$ cat config.mk
export PLATFORM = sky130hd
export DESIGN_NAME = hct_tone_tx
export DESIGN_NICKNAME = d
export VERILOG_FILES = /design/src/rtl/hct_pkg.sv /design/src/rtl/hct_fifo.sv /design/src/rtl/hct_hc_timer.sv /design/src/rtl/hct_seq.sv /design/src/rtl/hct_tone_tx.sv
export SDC_FILE = /design/constraint.sdc
export NUM_CORES = 1
export LEC_CHECK = 0
export BUFFER_PORTS_ARGS = -buffer_cell sky130_fd_sc_hd__buf_2
export CAP_MARGIN = 20
export CORE_UTILIZATION = 30
export DETAILED_ROUTE_END_ITERATION = 8
export GPL_ROUTABILITY_DRIVEN = 1
export GPL_TIMING_DRIVEN = 0
export PLACE_DENSITY_LB_ADDON = 0.05
export REMOVE_ABC_BUFFERS = 1
export SYNTH_ARGS = -nofsm -noshare
export SYNTH_HDL_FRONTEND = slang
export SYNTH_SLANG_ARGS = --single-unit
$ cat constraint.sdc
create_clock -name clk -period 3.55 [get_ports clk]
set_input_delay 0.71 -clock clk [delete_from_list [all_inputs] [get_ports clk]]
set_output_delay 0.71 -clock clk [all_outputs]
set_load 0.05 [all_outputs]
$ cat src/rtl/hct_pkg.sv
package hct_pkg;

    typedef enum logic [1:0] {
        PH_IDLE,
        PH_PRE,
        PH_SYNC,
        PH_DATA
    } hct_phase_e;

    localparam int SYNC_LEN = 14;
    localparam int SLOTS    = 3;

    // Bit k of the result is 1 when half-cycle k (time order) of the group is long.
    function automatic logic [3:0] group_pattern(input logic [1:0] pair);
        case (pair)
            2'b00:   group_pattern = 4'b0011; // L L S S
            2'b01:   group_pattern = 4'b1001; // L S S L
            2'b10:   group_pattern = 4'b0110; // S L L S
            default: group_pattern = 4'b1100; // S S L L
        endcase
    endfunction

endpackage

$ cat src/rtl/hct_fifo.sv
module hct_fifo #(
    parameter int DEPTH = 32,
    parameter int WIDTH = 8,
    localparam int AW = (DEPTH > 1) ? $clog2(DEPTH) : 1,
    localparam int CW = $clog2(DEPTH + 1)
) (
    input  logic             clk,
    input  logic             rst_n,
    input  logic             wr_en,
    input  logic [WIDTH-1:0] wr_data,
    input  logic             rd_en,
    output logic [WIDTH-1:0] rd_data,
    output logic [CW-1:0]    count,
    output logic             full,
    output logic             empty,
    output logic             overflow
);

    typedef struct packed {
        logic [AW-1:0] wptr;
        logic [AW-1:0] rptr;
        logic [CW-1:0] count;
        logic          ovf;
    } fifo_state_t;

    fifo_state_t s_d, s_q;
    logic [WIDTH-1:0] mem_q [DEPTH];
    logic push, pop;

    assign full     = (s_q.count == CW'(DEPTH));
    assign empty    = (s_q.count == '0);
    assign count    = s_q.count;
    assign overflow = s_q.ovf;
    assign rd_data  = mem_q[s_q.rptr];

    always_comb begin
        s_d  = s_q;
        push = wr_en && !full;
        pop  = rd_en && !empty;
        if (push) begin
            s_d.wptr = (s_q.wptr == AW'(DEPTH - 1)) ? '0 : s_q.wptr + 1'b1;
        end
        if (pop) begin
            s_d.rptr = (s_q.rptr == AW'(DEPTH - 1)) ? '0 : s_q.rptr + 1'b1;
        end
        if (push && !pop) begin
            s_d.count = s_q.count + 1'b1;
        end else if (pop && !push) begin
            s_d.count = s_q.count - 1'b1;
        end
        if (wr_en && full) begin
            s_d.ovf = 1'b1;
        end
    end

    always_ff @(posedge clk or negedge rst_n) begin
        if (!rst_n) begin
            s_q <= '0;
        end else begin
            s_q <= s_d;
        end
    end

    always_ff @(posedge clk) begin
        if (push) begin
            mem_q[s_q.wptr] <= wr_data;
        end
    end

endmodule

$ cat src/rtl/hct_hc_timer.sv
module hct_hc_timer #(
    parameter int LONG_TICKS  = 500,
    parameter int SHORT_TICKS = 250,
    localparam int TW = $clog2(LONG_TICKS + 1)
) (
    input  logic clk,
    input  logic rst_n,
    input  logic us_tick,
    input  logic run,
    input  logic is_long,
    input  logic finish,
    output logic hc_done,
    output logic tone
);

    typedef struct packed {
        logic [TW-1:0] cnt;
        logic          tone;
    } tmr_state_t;

    tmr_state_t s_d, s_q;
    logic [TW-1:0] last_cnt;

    assign last_cnt = is_long ? TW'(LONG_TICKS - 1) : TW'(SHORT_TICKS - 1);
    assign hc_done  = run && us_tick && (s_q.cnt == last_cnt);
    assign tone     = s_q.tone;

    always_comb begin
        s_d = s_q;
        if (!run) begin
            s_d.cnt  = '0;
            s_d.tone = 1'b0;
        end else if (hc_done) begin
            s_d.cnt  = '0;
            s_d.tone = finish ? 1'b0 : ~s_q.tone;
        end else if (us_tick) begin
            s_d.cnt = s_q.cnt + 1'b1;
        end
    end

    always_ff @(posedge clk or negedge rst_n) begin
        if (!rst_n) begin
            s_q <= '0;
        end else begin
            s_q <= s_d;
        end
    end

endmodule

$ cat src/rtl/hct_seq.sv
module hct_seq
    import hct_pkg::*;
#(
    parameter int PREAMBLE_HC = 64,
    parameter int CW          = 6,
    localparam int PW = $clog2(PREAMBLE_HC + 1)
) (
    input  logic          clk,
    input  logic          rst_n,
    input  logic          hc_done,
    input  logic          fifo_empty,
    input  logic [CW-1:0] fifo_count,
    input  logic [7:0]    rd_data,
    output logic          rd_en,
    output logic          is_long,
    output logic          keyed,
    output logic          finish
);

    typedef struct packed {
        hct_phase_e  phase;
        logic [PW-1:0] pre_cnt;
        logic [3:0]  sync_idx;
        logic [1:0]  slot;
        logic [1:0]  grp;
        logic [1:0]  hc;
        logic [1:0]  avail;
        logic [7:0]  cur;
        logic        valid;
    } seq_state_t;

    seq_state_t s_d, s_q;
    logic       start_pkt, load_slot;
    logic [1:0] pair, avail_now;
    logic [3:0] pat;

    assign keyed = (s_q.phase != PH_IDLE);

    always_comb begin
        case (s_q.grp)
            2'd0:    pair = s_q.cur[7:6];
            2'd1:    pair = s_q.cur[5:4];
            2'd2:    pair = s_q.cur[3:2];
            default: pair = s_q.cur[1:0];
        endcase
        pat = group_pattern(pair);
        avail_now = (fifo_count >= CW'(SLOTS)) ? 2'(SLOTS) : 2'(fifo_count);
    end

    always_comb begin
        case (s_q.phase)
            PH_SYNC: is_long = (s_q.sync_idx == 4'd0) || (s_q.sync_idx == 4'(SYNC_LEN - 1));
            PH_DATA: is_long = s_q.valid ? pat[s_q.hc] : 1'b1;
            default: is_long = 1'b1;
        endcase
    end

    always_comb begin
        s_d       = s_q;
        rd_en     = 1'b0;
        finish    = 1'b0;
        start_pkt = 1'b0;
        load_slot = 1'b0;
        case (s_q.phase)
            PH_IDLE: begin
                if (!fifo_empty) begin
                    s_d.phase   = PH_PRE;
                    s_d.pre_cnt = '0;
                end
            end
            PH_PRE: begin
                if (hc_done) begin
                    if (s_q.pre_cnt == PW'(PREAMBLE_HC - 1)) begin
                        start_pkt = 1'b1;
                    end else begin
                        s_d.pre_cnt = s_q.pre_cnt + 1'b1;
                    end
                end
            end
            PH_SYNC: begin
                if (hc_done) begin
                    if (s_q.sync_idx == 4'(SYNC_LEN - 1)) begin
                        s_d.phase = PH_DATA;
                        s_d.slot  = '0;
                        s_d.grp   = '0;
                        s_d.hc    = '0;
                        load_slot = 1'b1;
                    end else begin
                        s_d.sync_idx = s_q.sync_idx + 1'b1;
                    end
                end
            end
            default: begin
                if (hc_done) begin
                    s_d.hc = s_q.hc + 1'b1;
                    if (s_q.hc == 2'd3) begin
                        s_d.grp = s_q.grp + 1'b1;
                        if (s_q.grp == 2'd3) begin
                            if (s_q.slot == 2'(SLOTS - 1)) begin
                                start_pkt = 1'b1;
                            end else begin
                                s_d.slot  = s_q.slot + 1'b1;
                                load_slot = 1'b1;
                            end
                        end
                    end
                end
            end
        endcase

        if (start_pkt) begin
            if (fifo_empty) begin
                s_d.phase = PH_IDLE;
                finish    = 1'b1;
            end else begin
                s_d.phase    = PH_SYNC;
                s_d.sync_idx = '0;
                s_d.avail    = avail_now;
            end
        end

        if (load_slot) begin
            if (s_q.avail != 2'd0) begin
                rd_en     = 1'b1;
                s_d.cur   = rd_data;
                s_d.valid = 1'b1;
                s_d.avail = s_q.avail - 1'b1;
            end else begin
                s_d.valid = 1'b0;
            end
        end
    end

    always_ff @(posedge clk or negedge rst_n) begin
        if (!rst_n) begin
            s_q <= '0;
        end else begin
            s_q <= s_d;
        end
    end

endmodule

$ cat src/rtl/hct_tone_tx.sv
module hct_tone_tx #(
    parameter int DEPTH       = 32,
    parameter int LONG_TICKS  = 500,
    parameter int SHORT_TICKS = 250,
    parameter int PREAMBLE_HC = 64,
    localparam int CW = $clog2(DEPTH + 1)
) (
    input  logic       clk,
    input  logic       rst_n,
    input  logic       us_tick,
    input  logic       wr_en,
    input  logic [7:0] wr_data,
    output logic       full,
    output logic       overflow,
    output logic       tone,
    output logic       tx_key
);

    logic          rd_en, empty, hc_done, is_long, finish;
    logic [7:0]    rd_data;
    logic [CW-1:0] count;

    hct_fifo #(.DEPTH(DEPTH), .WIDTH(8)) u_fifo (
        .clk      (clk),
        .rst_n    (rst_n),
        .wr_en    (wr_en),
        .wr_data  (wr_data),
        .rd_en    (rd_en),
        .rd_data  (rd_data),
        .count    (count),
        .full     (full),
        .empty    (empty),
        .overflow (overflow)
    );

    hct_seq #(.PREAMBLE_HC(PREAMBLE_HC), .CW(CW)) u_seq (
        .clk        (clk),
        .rst_n      (rst_n),
        .hc_done    (hc_done),
        .fifo_empty (empty),
        .fifo_count (count),
        .rd_data    (rd_data),
        .rd_en      (rd_en),
        .is_long    (is_long),
        .keyed      (tx_key),
        .finish     (finish)
    );

    hct_hc_timer #(.LONG_TICKS(LONG_TICKS), .SHORT_TICKS(SHORT_TICKS)) u_timer (
        .clk     (clk),
        .rst_n   (rst_n),
        .us_tick (us_tick),
        .run     (tx_key),
        .is_long (is_long),
        .finish  (finish),
        .hc_done (hc_done),
        .tone    (tone)
    );

endmodule

# Word level (Yosys, flattened, before mapping)
# Memory sizes are Yosys's and may differ from the RTL's.
# Cells that the tools add are included.
[word_totals] register_bits=57 ramBits=256 inputBits=12 output_inout_bits=4 n_memories=1
[op_classes] add_sub_neg=11 magnitude_cmp=2 n_eq_ne=26 n_mux=61 bitwise_logic=2 n_reduce_logical=32
[mem_list] name="u_fifo.mem_q" depth=32 width=8 read_ports=1 rd_ports_with_merged_regs=0 wr=1 line="hct_fifo.sv:27" text="logic [WIDTH-1:0] mem_q [DEPTH];"
[op_table] op="$mux W9" count=4
[op_table] op="$mux W10" count=3
[op_table] op="$mux W6" count=4
[op_table] op="$mux W1" count=22
[op_table] op="$mux W4" count=5
[op_table] op="$mux W2" count=9
[op_table] op="$eq A2 B2 Y1 const B" count=7
[op_table] op="$mux W7" count=2
[op_table] op="$pmux W7 S2" count=1
[op_table] op="$pmux W4 S3" count=1
[op_table] op="$pmux W6 S2" count=1
[op_table] op="$reduce_and A4 Y1" count=3
[op_table] op="$reduce_bool A2 Y1" count=6
[op_table] op="$mux W11" count=1
[op_table] op="$add A5 B1 Y5 const B" count=2
[op_table] op="$eq A5 B5 Y1 const B" count=2
[op_table] op="$mux W5" count=2
[op_table] op="$ne A2 B2 Y1 const B" count=5
[op_table] op="$add A9 B1 Y9 const B" count=1
[op_table] op="$eq A9 B9 Y1" count=1
[op_table] op="$add A7 B1 Y7 const B" count=1
[op_table] op="$eq A7 B6 Y1 const B" count=1
[op_table] op="$logic_and A1 B1 Y1" count=7
[op_table] op="$add A2 B1 Y2 const B" count=3
[op_table] op="other kinds (28)" count=40

# Logic depth before layout (Yosys ltp)
[logic_depth] depth_word=18 mapped_depth=19 ltp_nobuf=18

# Cells and area by module
# A second synthesis with hierarchy kept.
[unflattened] hier_cells=802 hier_area_um2=13295.3
[modules_own_cells] mod="hct_fifo" n_inst=1 cells_each=587 area_per_inst_um2=11093.1 seq_area_each_um2=8112.8
[modules_own_cells] mod="hct_seq" n_inst=1 cells_each=161 area_per_inst_um2=1640.3 seq_area_each_um2=750.7
[modules_own_cells] mod="hct_hc_timer" n_inst=1 cells_each=54 area_per_inst_um2=561.8 seq_area_each_um2=250.2

# Worst setup path before layout
# No wires, ideal clock.
[synth_path] path_kind="register to register" startpoint="register u_fifo.s_q, in the netlist u_fifo.count[4]" endpoint="register u_fifo.s_q, in the netlist u_fifo.count[5]" arrival_time_ps=4564 slack_ps=-1140 path_stages_with_launch=15 n_path_buf=0 period_less_slack_ps=4690 path_cell_list="dfrtp_1 > or3_1 > nor4b_1 > nand2b_1 > clkinv_1 > ha_1 > inv_1 > ha_1 > a21o_1 > a21oi_1 > o21bai_1 > a21oi_1 > xnor2_1 > nor2_1 > xor2_1"
[synth_via] elab_chain_len=6 elab_cells_between_ends=15 cone_classes="add/sub (2); eq/ne (1); mux (2); reduce/logical (10)"
[synth_rtl] item="start: declaration" line="hct_fifo.sv:26" text="fifo_state_t s_d, s_q;"
[synth_rtl] item="start signal: assignment" line="hct_fifo.sv:58" text="s_q <= '0;"
[synth_rtl] item="start signal: assignment" line="hct_fifo.sv:60" text="s_q <= s_d;"
[synth_rtl] item="$eq A6 B6 Y1 (*)" line="hct_fifo.sv:30" text="assign full = (s_q.count == CW'(DEPTH));"
[synth_rtl] item="net full" line="hct_tone_tx.sv:13" text="output logic full,"
[synth_rtl] item="$logic_not A1 Y1 (*)" line="hct_fifo.sv:38" text="push = wr_en && !full;"
[synth_rtl] item="$logic_and A1 B1 Y1 (*)" line="hct_fifo.sv:38"
[synth_rtl] item="net u_fifo.push" line="hct_fifo.sv:28" text="logic push, pop;"
[synth_rtl] item="$logic_not A1 Y1" line="hct_fifo.sv:48" text="end else if (pop && !push) begin"
[synth_rtl] item="$logic_and A1 B1 Y1" line="hct_fifo.sv:48"
[synth_rtl] item="$reduce_bool A2 Y1 (no line)"
# Mark *: on every way through the listed nets, which the timed path passes. The rest lies on a longest branch. The select of a mux whose other input is x is not followed.
# A chain may end at the register's enable or synchronous reset.

# Worst setup path in the final report
[layout_path] startpoint="register u_seq.s_q[13] (netlist name)" endpoint="register u_seq.s_q[13] (netlist name)"
[layout_via] elab_chain_len=12 elab_cells_between_ends=20 cone_classes="add/sub (1); eq/ne (5); mux (10); reduce/logical (4)"
[layout_rtl] item="start: declaration" line="hct_seq.sv:32" text="seq_state_t s_d, s_q;"
[layout_rtl] item="start signal: assignment" line="hct_seq.sv:136" text="s_q <= '0;"
[layout_rtl] item="start signal: assignment" line="hct_seq.sv:138" text="s_q <= s_d;"
[layout_rtl] item="$eq A2 B2 Y1 (tied with other cells)" line="hct_seq.sv:40" text="case (s_q.grp)"
[layout_rtl] item="$pmux W2 S3" line="hct_seq.sv:40"
[layout_rtl] item="$eq A2 B2 Y1 (tied with other cells)" line="hct_pkg.sv:15" text="case (pair)"
[layout_rtl] item="$pmux W4 S3" line="hct_pkg.sv:15"
[layout_rtl] item="$bmux W1 S2" line="hct_seq.sv:53" text="PH_DATA: is_long = s_q.valid ? pat[s_q.hc] : 1'b1;"
[layout_rtl] item="$mux W1 (not written as such)" line="hct_seq.sv:53"
[layout_rtl] item="$mux W1" line="hct_seq.sv:53"
[layout_rtl] item="$pmux W1 S2" line="hct_seq.sv:51" text="case (s_q.phase)"
[layout_rtl] item="$mux W9" line="hct_hc_timer.sv:24" text="assign last_cnt = is_long ? TW'(LONG_TICKS - 1) : TW'(SHORT_TICKS - 1);"
[layout_rtl] item="$eq A9 B9 Y1" line="hct_hc_timer.sv:25" text="assign hc_done = run && us_tick && (s_q.cnt == last_cnt);"
[layout_rtl] item="$logic_and A1 B1 Y1" line="hct_hc_timer.sv:25"
[layout_rtl] item="$reduce_and A4 Y1 (no line)"
# Parallel ways exist; a longest one is shown, timed or not. The select of a mux whose other input is x is not followed.

==> impl_table.tex <==
\begin{tabular}{lr}
\hline
Metric & Value \\
\hline
\multicolumn{2}{l}{\textbf{Placement}} \\
Setup Slack @ Placement & -1.12 ns \\
Detailed placer's ending HPWL & 19.3 mm \\
IO Port Bufs & 15 \\
Routability Congestion & 0.792 \\
Cell count after placement & 1329 \\
\multicolumn{2}{l}{\textbf{STA}} \\
Final worst path period share & 109\% \\
Post-layout worst setup margin & -0.328 ns \\
Fmax & 258 MHz \\
Max transition margin & 31.2\% \\
Minimum clock period after layout & 3.88 ns \\
Number of max-slew violations in the final report & 0 \\
Worst clock skew on the final layout & 0.0165 ns \\
Slew at the pin closest to its max-slew limit & 1.03 ns \\
Final setup viols & 5 \\
Setup repair after global routing missed its margin & true \\
Post-Route Hold Slack & 0.239 ns \\
Number of endpoints with negative hold slack in the final report & 0 \\
\multicolumn{2}{l}{\textbf{Logic synthesis}} \\
Adder-cell share of the synthesized area & 2.36\% \\
Area fraction in compound gates after synthesis & 3.52\% \\
Cells taking the most area after synthesis & sky130\_fd\_sc\_hd\_\_edfxtp\_1, sky130\_fd\_sc\_hd\_\_mux4\_2, sky130\_fd\_sc\_hd\_\_dfrtp\_1 \\
Gate Count Post-Synth & 753 \\
Number of register bits inferred by synthesis & 313 \\
Netlist area before placement & 0.0130 sq mm \\
Xor and xnor fraction of the mapped netlist area & 1.01\% \\
Syn\_area\_per\_cell & 17.3 sq um \\
Number of distinct library cells after synthesis & 58 \\
Share of synthesized flip-flops with an asynchronous set or reset & 18.2\% \\
Area share of the leading cell type in the synthesized netlist & 59.0\% \\
Post-synthesis cell type with the largest combined area & sky130\_fd\_sc\_hd\_\_edfxtp\_1 \\
Count of flip-flops with a built-in enable after synthesis & 256 \\
Warnings, synthesis & 0 \\
Register area share after synthesis & 69.9\% \\
Mux cell area share after synthesis & 15.2\% \\
Top flip-flop cell by instance count after synthesis & sky130\_fd\_sc\_hd\_\_edfxtp\_1 \\
Combinational family with the most area after synthesis & multiplexers \\
Post-synthesis simple-gate area fraction & 6.53\% \\
\multicolumn{2}{l}{\textbf{Worst setup path}} \\
FF-to-FF path depth & 29 \\
Longest individual stage delay on the worst path & 0.46 ns \\
Highest-delay cell along the critical path & sky130\_fd\_sc\_hd\_\_dfrtp\_2 \\
Top cell by count, worst path & sky130\_fd\_sc\_hd\_\_buf\_4 \\
Data required time at the worst endpoint & 3.97 ns \\
Endpoint type of the worst setup path & register \\
Worst Setup Start Kind & register \\
Critical path type & register to register \\
WP data arrival & 4.29 ns \\
Highest fanout seen on the critical path & 4 \\
\multicolumn{2}{l}{\textbf{Outcome}} \\
Status & complete, but fails checks \\
Violations in the final reports & setup timing \\
\multicolumn{2}{l}{\textbf{Power and ir drop}} \\
Switching share of power & 24.8\% \\
Part of the power in combinational logic & 10.6\% \\
Clock share of power & 40.1\% \\
Overall power of the completed layout & 9000 uW \\
Power spent charging and discharging nets & 2230 uW \\
Design internal power & 6770 uW \\
Power per Cell Area & 580 mW/mm\^{}2 \\
Leakage Power & 0.00512 uW \\
Sequential power share & 49.3\% \\
IR drop worst, VDD & 0.285 mV \\
\multicolumn{2}{l}{\textbf{Routing}} \\
Violation count after the first detailed-routing iteration & 464 \\
Routed WL & 31.7 mm \\
DRC violation count after routing & 0 \\
DRT Pass-1 Iters & 5 \\
Number of routed nets with antenna violations & 0 \\
Routed len/inst & 22.1 um \\
Mean number of vias per cell & 4.81 \\
Vias post-DR & 6897 \\
\multicolumn{2}{l}{\textbf{Cells and area}} \\
Post-Layout Cell Count & 1433 \\
Fraction of layout instances using a drive strength above 1 & 27.0\% \\
Footprint of the multi-input gates & 0.00391 sq mm \\
Total Nets Final & 859 \\
Number of fill cells in the layout & 4065 \\
Sequential cell area & 0.00913 sq mm \\
Count of inserted antenna diode cells & 0 \\
Signed area change from the synthesized netlist to the final layout & 18.9\% \\
\multicolumn{2}{l}{\textbf{Clock network}} \\
Hold buffer count at CTS & 0 \\
Register clock-pin slew on the reported worst setup and hold paths & 0.06 ns \\
Clk buf depth & 3 \\
Count of H-tree levels built during CTS & 2 \\
TritonCTS clock tree & done \\
Source-to-sink clock delay at the later pin of the worst-skew pair & 0.54 ns \\
TritonCTS Buffers & 38 \\
Clk root buf & sky130\_fd\_sc\_hd\_\_clkbuf\_16 \\
Clock sinks & 313 \\
\multicolumn{2}{l}{\textbf{Floorplan}} \\
Die extent in y & 210 um \\
Core Rows & 76 \\
Initial standard-cell utilization of the core & 30.3\% \\
Core box area & 0.0430 sq mm \\
Die area & 0.0443 sq mm \\
Number of top-level design ports & 16 \\
Horizontal die dimension & 210 um \\
\multicolumn{2}{l}{\textbf{Min path}} \\
Path category of the worst min-delay check & primary input to async pin \\
\multicolumn{2}{l}{\textbf{Global routing}} \\
GR Layer Usage met2 & 23.4\% \\
First-pass GRT wire length & 47.4 mm \\
Met1 usage & 20.4\% \\
Initial antenna violation count & 0 \\
Global Route met3 Usage & 2.25\% \\
Aggregate global routing overflow & 0 \\
Combined global-route utilization of all metal layers & 14.8\% \\
Via count of the first global-routing pass & 7374 \\
Pin count of the biggest net entering global routing & 36 \\
Busiest metal layer after global routing & met2 \\
\multicolumn{2}{l}{\textbf{Run}} \\
Max-cap violations & 0 \\
\hline
\end{tabular}
[sequential cells by signal, summed over array words and instances, names as in the netlist]
register / flops
u_fifo.overflow: 1
u_seq.s_q: 30
u_timer.s_q: 9
u_timer.tone: 1
u_fifo.count: 6
u_fifo.mem_q: 256
u_fifo.s_q: 10
[through the flow]
stage / setup TNS (ns) / utilization [%] / instance area (sq um)
global route: -1.38 / 36.1 / 15500
CTS: -0.345 / 35.8 / 15400
finish: -0.820 / 36.1 / 15500
floorplan: -49.43 / - / 12900
global placement: -29.58 / 31.9 / 13700
detailed placement: -3.70 / 32.2 / 13800
[cells in the final DEF (no fill, tap or decap), drive strengths merged, types with 15 or more instances in the layout]
cell / synthesis / layout
clkinv: 1 / 15
mux4: 80 / 80
nand3: 18 / 18
nor2: 81 / 81
inv: 19 / 19
buf: 11 / 59
dfrtp: 57 / 57
clkbuf: 18 / 49
a21oi: 18 / 18
nand2: 42 / 42
edfxtp: 256 / 256
ha: 23 / 23
[power groups by stage]
stage               registers, uW  logic [uW]  clock network (uW)
finish                       4440         950                3610
global route                 4470        1050                3850
CTS                          4430         868                3730
detailed placement           4500         827                   0
global placement             4490         789                   0
floorplan                    4450         522                   0
[critical path, delay by kind of cell (launching register included)]
family | cells | cell delay, ns
AO/OA/AOI/OAI | 2 | 0.29
flip-flops | 1 | 0.46
AND/OR/NAND/NOR | 1 | 0.07
buffers and inverters | 26 | 2.92
[synthesized netlist by cell type (all sizes together) (2+ instances only)]
master / number
edfxtp: 256
nor2: 81
mux4: 80
dfrtp: 57
nand2: 42
ha: 23
inv: 19
a21oi: 18
clkbuf: 18
nand3: 18
mux2i: 14
o21ai: 14
buf: 11
xnor2: 10
a21o: 8
nor3: 8
and3: 5
or3: 5
xor2: 5
mux2: 4
nand2b: 4
nand3b: 4
nand4: 4
a211oi: 3
a31o: 3
a31oi: 3
nor3b: 3
a22o: 2
a41o: 2
nor2b: 2
nor4: 2
o211ai: 2
o21a: 2
o31ai: 2
[timing repair]
action | in CTS | in global routing
endpoints found under the setup margin | 6 | 175
resized for setup | 40 | 16
pin swaps | 15 | 6
buffers inserted | 35 | 7
cloned | 0 | 0
[cell type report]
class / instances / share of cell area [%]
clock inverters: 16 / 0.807
flip-flops and latches: 313 / 58.9
inverters: 20 / 0.549
multi-input cells: 391 / 25.2
well taps: 585 / 4.72
repair buffers: 59 / 3.32
clock buffers: 49 / 6.54
[routing by layer]
layer	vias to the layer above	wire length [um]
met4	0	1110
met1	3604	14400
met5	-	0
li1	3101	-
met3	61	1130
met2	131	15100
[path summary, 6_finish.rpt]
| kind | start | endpoint | slack, ns |
|---|---|---|---|
| worst max-delay path | u_seq.s_q[13] | u_seq.s_q[13] | -0.33 |
| worst min-delay path | rst_n | u_fifo.overflow | 0.24 |
| worst max register to register | u_seq.s_q[13] | u_seq.s_q[13] | -0.33 |
| worst min register to register | u_fifo.overflow | u_fifo.overflow | 0.45 |
| max in group asynchronous | rst_n | u_fifo.s_q[8] | 2.66 |
| min in group clk | wr_en | u_fifo.overflow | 0.40 |
[cell families (layout without fill, tap and decap cells)]
kind of cell,after synthesis,after routing
adders and majority gates,24,24
muxes,98,98
buffers and inverters,49,144
and+or+nand+nor,185,185
xor gates and xnor gates,15,15
AOI/OAI and AO/OA,69,69
DFF,313,313
No activity file was read; power rests on OpenSTA's default activity.
